### config.mk
export PLATFORM = sky130hd
export DESIGN_NAME = pwmcap_top
export DESIGN_NICKNAME = d
export VERILOG_FILES = /design/src/rtl/pwmcap_pkg.sv /design/src/rtl/pwmcap_filter.sv /design/src/rtl/pwmcap_channel.sv /design/src/rtl/pwmcap_stream.sv /design/src/rtl/pwmcap_top.sv
export SDC_FILE = /design/constraint.sdc
export NUM_CORES = 2
export LEC_CHECK = 0
export BUFFER_PORTS_ARGS = -buffer_cell sky130_fd_sc_hd__buf_2
export CORE_UTILIZATION = 50
export CTS_CLUSTER_DIAMETER = 60
export CTS_CLUSTER_SIZE = 8
export DETAILED_ROUTE_END_ITERATION = 10
export GPL_TIMING_DRIVEN = 0
export PLACE_DENSITY = 0.63
export SKIP_CTS_REPAIR_TIMING = 1
export SLEW_MARGIN = 15
export SYNTH_ARGS = -nofsm -noshare
export SYNTH_HDL_FRONTEND = slang
export SYNTH_SLANG_ARGS = --single-unit
### constraint.sdc
create_clock -name clk -period 2.8 [get_ports clk]
set_clock_uncertainty 0.15 [all_clocks]
set_input_delay 0.28 -clock clk [delete_from_list [all_inputs] [get_ports clk]]
set_output_delay 0.28 -clock clk [all_outputs]
set_load 0.05 [all_outputs]
### src/rtl/pwmcap_pkg.sv
package pwmcap_pkg;
    // Word slot of a channel's results inside a snapshot
    function automatic int high_slot(input int ch);
        return 2 * ch;
    endfunction
    function automatic int low_slot(input int ch);
        return 2 * ch + 1;
    endfunction
endpackage

### src/rtl/pwmcap_filter.sv
module pwmcap_filter #(
    parameter int SYNC_STAGES     = 2,
    parameter int DEBOUNCE_CYCLES = 4
) (
    input  logic clk,
    input  logic rst_n,
    input  logic raw_in,
    output logic level_out
);
    localparam int DB_W = (DEBOUNCE_CYCLES < 2) ? 1 : $clog2(DEBOUNCE_CYCLES);

    typedef struct packed {
        logic [SYNC_STAGES-1:0] sync;
        logic                   level;
        logic [DB_W-1:0]        cnt;
    } filt_t;

    filt_t q, d;
    logic  sampled;

    assign sampled = q.sync[SYNC_STAGES-1];

    always_comb begin
        d      = q;
        d.sync = {q.sync[SYNC_STAGES-2:0], raw_in};
        if (sampled != q.level) begin
            if (q.cnt == DB_W'(DEBOUNCE_CYCLES - 1)) begin
                d.level = sampled;
                d.cnt   = '0;
            end else begin
                d.cnt = q.cnt + 1'b1;
            end
        end else begin
            d.cnt = '0;
        end
    end

    always_ff @(posedge clk or negedge rst_n) begin
        if (!rst_n) q <= '0;
        else        q <= d;
    end

    assign level_out = q.level;
endmodule

### src/rtl/pwmcap_channel.sv
module pwmcap_channel #(
    parameter int CNT_W          = 32,
    parameter int TIMEOUT_CYCLES = 1000000
) (
    input  logic             clk,
    input  logic             rst_n,
    input  logic             level_in,
    output logic [CNT_W-1:0] high_time,
    output logic [CNT_W-1:0] low_time,
    output logic             stuck,
    output logic             stuck_level
);
    localparam logic [CNT_W-1:0] CNT_MAX = '1;
    localparam logic [CNT_W-1:0] TO_LIM  = CNT_W'(TIMEOUT_CYCLES);

    typedef struct packed {
        logic             prev;
        logic             seen;
        logic             stuck;
        logic [CNT_W-1:0] run;
        logic [CNT_W-1:0] high;
        logic [CNT_W-1:0] low;
    } chan_t;

    chan_t q, d;
    logic  edge_now;

    assign edge_now = level_in != q.prev;

    always_comb begin
        d      = q;
        d.prev = level_in;
        if (edge_now) begin
            d.run   = CNT_W'(1);
            d.seen  = 1'b1;
            d.stuck = 1'b0;
            if (q.seen) begin
                if (q.prev) d.high = q.run;
                else        d.low  = q.run;
            end
        end else begin
            if (q.run != CNT_MAX) d.run = q.run + 1'b1;
            if (q.run >= TO_LIM) begin
                d.stuck = 1'b1;
                d.high  = CNT_MAX;
                d.low   = CNT_MAX;
            end
        end
    end

    always_ff @(posedge clk or negedge rst_n) begin
        if (!rst_n) q <= '0;
        else        q <= d;
    end

    assign high_time   = q.high;
    assign low_time    = q.low;
    assign stuck       = q.stuck;
    assign stuck_level = q.stuck & q.prev;
endmodule

### src/rtl/pwmcap_stream.sv
module pwmcap_stream #(
    parameter int NUM_CH = 13,
    parameter int CNT_W  = 32
) (
    input  logic                           clk,
    input  logic                           rst_n,
    input  logic                           snapshot_req,
    input  logic [2*NUM_CH-1:0][CNT_W-1:0] live_res,
    input  logic [NUM_CH-1:0]              live_stuck,
    input  logic [NUM_CH-1:0]              live_level,
    input  logic                           out_ready,
    output logic                           out_valid,
    output logic [CNT_W-1:0]               out_data
);
    localparam int NW    = 2 * NUM_CH + 1;
    localparam int IDX_W = $clog2(NW);

    typedef struct packed {
        logic                       busy;
        logic                       ovf;
        logic [IDX_W-1:0]           idx;
        logic [NW-1:0][CNT_W-1:0]   snap;
    } strm_t;

    strm_t q, d;
    logic  [CNT_W-1:0] status_word;

    always_comb begin
        status_word                     = '0;
        status_word[NUM_CH-1:0]         = live_stuck;
        status_word[2*NUM_CH-1:NUM_CH]  = live_level;
        status_word[CNT_W-1]            = q.ovf;
    end

    always_comb begin
        d = q;
        if (q.busy && out_ready) begin
            if (q.idx == IDX_W'(NW - 1)) d.busy = 1'b0;
            else                         d.idx  = q.idx + 1'b1;
        end
        if (snapshot_req) begin
            if (q.busy) begin
                d.ovf = 1'b1;
            end else begin
                d.busy = 1'b1;
                d.idx  = '0;
                d.ovf  = 1'b0;
                for (int w = 0; w < 2 * NUM_CH; w++) d.snap[w] = live_res[w];
                d.snap[NW-1] = status_word;
            end
        end
    end

    always_ff @(posedge clk or negedge rst_n) begin
        if (!rst_n) q <= '0;
        else        q <= d;
    end

    assign out_valid = q.busy;
    assign out_data  = q.snap[q.idx];
endmodule

### src/rtl/pwmcap_top.sv
module pwmcap_top #(
    parameter int NUM_CH          = 13,
    parameter int CNT_W           = 32,
    parameter int SYNC_STAGES     = 2,
    parameter int DEBOUNCE_CYCLES = 4,
    parameter int TIMEOUT_CYCLES  = 1000000
) (
    input  logic              clk,
    input  logic              rst_n,
    input  logic [NUM_CH-1:0] pwm_in,
    input  logic              snapshot_req,
    output logic              out_valid,
    input  logic              out_ready,
    output logic [CNT_W-1:0]  out_data
);
    import pwmcap_pkg::*;

    logic [2*NUM_CH-1:0][CNT_W-1:0] res;
    logic [NUM_CH-1:0]              stuck_v;
    logic [NUM_CH-1:0]              level_v;
    logic [NUM_CH-1:0]              filt_v;

    for (genvar c = 0; c < NUM_CH; c++) begin : g_ch
        pwmcap_filter #(
            .SYNC_STAGES    (SYNC_STAGES),
            .DEBOUNCE_CYCLES(DEBOUNCE_CYCLES)
        ) u_filt (
            .clk      (clk),
            .rst_n    (rst_n),
            .raw_in   (pwm_in[c]),
            .level_out(filt_v[c])
        );
        pwmcap_channel #(
            .CNT_W         (CNT_W),
            .TIMEOUT_CYCLES(TIMEOUT_CYCLES)
        ) u_chan (
            .clk        (clk),
            .rst_n      (rst_n),
            .level_in   (filt_v[c]),
            .high_time  (res[high_slot(c)]),
            .low_time   (res[low_slot(c)]),
            .stuck      (stuck_v[c]),
            .stuck_level(level_v[c])
        );
    end

    pwmcap_stream #(
        .NUM_CH(NUM_CH),
        .CNT_W (CNT_W)
    ) u_stream (
        .clk         (clk),
        .rst_n       (rst_n),
        .snapshot_req(snapshot_req),
        .live_res    (res),
        .live_stuck  (stuck_v),
        .live_level  (level_v),
        .out_ready   (out_ready),
        .out_valid   (out_valid),
        .out_data    (out_data)
    );
endmodule

==> results.cfg <==
[run_status]
outcome = complete, but fails checks
violations = hold timing, setup timing

[finish]
layout-drive-gt1-share_pct = 8.70
final_common_cell = nand2_1
area_growth_pct = 14.6
final_util_pct = 57.9
layout_common_cells = nand2_1, dfrtp_1, clkbuf_1
final_nets = 10722
fin_cells = 13330

[grt]
grt_pass1_vias = 81770
antenna_found_initial = 6
grt_pass1_wl_um = 504000
grt_max_degree = 149
grt_usage_pct = 31.9
grt-ovfl-total = 0

[routing]
ant_nets = 0
dr.pass1.iters = 6
vias_per_cell = 6.29
drt_iter0_markers = 8189
vias = 83796
remaining_drc_errors = 0
finalWirelength_um = 330000
wl_per_cell_um = 24.8

[clock_tree]
clk_latency_ns = 0.94
cts.sinks = 2218
cts_buffer_depth = 4
clkSlewWorstSetupHoldPaths_ns = 0.05
cts_tree = built
cts_buffers = 328
root_buffer = clkbuf_16
h-tree-depth = 5

[floorplan]
die_x_um = 455
dieArea_um2 = 207000
start_util_pct = 50.5
fp-row-count = 165
core_um2 = 203000
ioPinCount = 50
dieHeight_um = 455

[power_and_ir_drop]
ir_drop_v = 0.00107
power.leakage_nw = 52.9
power.total_mw = 140
combPwrFrac_pct = 38.2
seqPwrFrac_pct = 37.3
power.share.clock_pct = 24.5
p_sw_share_pct = 38.8
p_sw_mw = 54.5
power_density_nw_per_um2 = 1200
p_int_mw = 86.0

[sta]
final_hold_viol_count = 269
rsz0062_at_grt = true
worst_pin_slew_ns = 1.24
min_period_ns = 4.20
setup_viol_count_final = 759
slew_headroom_pct = 17.0
finalHoldWorstSlack_ns = -0.281
setup_ws_ns = -1.40
period_share_pct = 150
fmax_mhz = 238
slew_viol_final = 0

[synth]
yosys_warnings = 0
synth_enable_flop_cells = 0
ys_async_sr_fraction_pct = 100
syn_inst = 10206
syn_area_per_cell_um2 = 10.0
ys_ff_latch = 2218
seq_area_frac_synth_pct = 54.2
netlist_area_um2 = 102000
syn-num-nets = 10290
synthFlopType = dfrtp_1
yosysUniqueCellTypes = 81

[worst_setup_path]
startpoint = u_stream.q[864]$_DFF_PN0_
rr_startpoint = u_stream.out_valid$_DFF_PN0_
critPathCaptureType = primary output
cpMaxStageDelayCell = mux4_2
worstPathArrival_ns = 3.77
crit_chain = buf_12, buf_16, buf_12, mux4_2, mux2i_2, nor2_1, a211oi_4, nor2_2, buf_2
critPathMaxStageDelay_ns = 0.61
crit_path_max_fanout = 10
reg2reg_depth = 6
crit_path_start_kind = flip-flop
cp.required_ns = 2.37
crit_type = flip-flop to primary output
cpMostUsedCell = buf_12

[placement]
gp_congestion = 1.00
dp_cells = 12944
io_buffers = 49
dp_slack_ns = -2.58
dp_hpwl_um = 241000

[flow_run]
max_cap_violations = 0

[min_path]
hold_path.class = input port to asynchronous set/reset pin
[through the flow]
stage	area [um^2]	setup TNS, ns
CTS	115000	-476.36
global placement	106000	-
floorplan	102000	0
global route	117000	-398.70
finish	117000	-140.40
detailed placement	107000	-835.53
[cell families after synthesis]
| kind of cell | share of synthesized area [%] |
|---|---|
| AOI/OAI and AO/OA | 17.2 |
| muxes | 5.73 |
| xor gates and xnor gates | 1.35 |
| adders and majority gates | 0.819 |
| and+or+nand+nor | 17.0 |
| DFF | 54.2 |
| buffers and inverters | 3.68 |
[state kept, by name, summed over array words and instances (netlist names)]
name	count
u_stream.q	865
g_ch.u_chan.q	442
g_ch.u_chan.high_time	416
g_ch.u_chan.low_time	416
g_ch.u_filt.q	39
g_ch.u_chan.stuck	13
g_ch.u_filt.d	13
g_ch.u_filt.level_out	13
u_stream.out_valid	1
[critical path, delay by kind of cell (launching register included)]
kind / cells / cell delay [ns]
mux: 2 / 0.96
buf+inv: 4 / 0.83
flops: 1 / 0.40
simple gates: 2 / 0.27
compound gates: 1 / 0.38
[power by group through the flow]
stage                     registers [mW]  logic [mW]  clock network (mW)
after floorplan                     48.5        36.1                   0
after global placement              52.1        48.4                   0
after detailed placement            52.2        50.1                   0
after CTS                           51.9        50.3                34.9
after global routing                53.4        57.7                36.1
final                               52.4        53.6                34.4
[cell usage after synthesis, types with 103 or more instances]
| library cell | n | area, um^2 |
|---|---|---|
| clkbuf_1 | 794 | 2980 |
| dfrtp_1 | 2218 | 55500 |
| mux4_2 | 160 | 3600 |
| nor4_1 | 103 | 644 |
| a2bb2oi_1 | 682 | 5970 |
| inv_1 | 114 | 428 |
| nand3_1 | 153 | 766 |
| nor2_1 | 251 | 942 |
| o22a_1 | 256 | 2240 |
| a21oi_1 | 171 | 856 |
| xnor2_1 | 110 | 963 |
| nand4_1 | 128 | 801 |
| o22ai_1 | 736 | 4600 |
| o21ai_0 | 178 | 891 |
| mux2i_1 | 225 | 2250 |
| nand2_1 | 2777 | 10400 |
[worst paths after layout]
path / endpoint / slack (ns)
worst min register to register: g_ch[1].u_filt.q[4]$_DFF_PN0_ / 0.19
max in group asynchronous: g_ch[8].u_chan.high_time[2]$_DFFE_PN0P_ / -0.27
worst min-delay path: g_ch[5].u_chan.low_time[5]$_DFFE_PN0P_ / -0.28
worst max register to register: u_stream.q[31]$_DFFE_PN0P_ / -0.35
worst max-delay path: out_data[5] / -1.40
min in group clk: u_stream.out_valid$_DFF_PN0_ / 0.19
[routing by layer]
metal  wire length, um  vias up  track usage, %  part of all wire (%)
met4             15200        0            14.1                   4.6
met5                 0        -               0                     0
li1                  -    37473               -                     -
met3             23500      667            5.88                   7.1
met1            142000    42616            44.9                    43
met2            150000     3040            48.2                    45
[final cells by class]
type | instances | area (um^2)
diodes | 5 | 12.5
plain buffers | 863 | 3690
multi-input cells | 7001 | 44700
fillers | 17325 | 85400
inverters | 121 | 454
well taps | 2672 | 3340
flip-flops and latches | 2218 | 55500
repair buffers | 105 | 1280
clock buffers | 336 | 8340
clock inverters | 9 | 81.3
No activity file was read; power rests on OpenSTA's default activity.
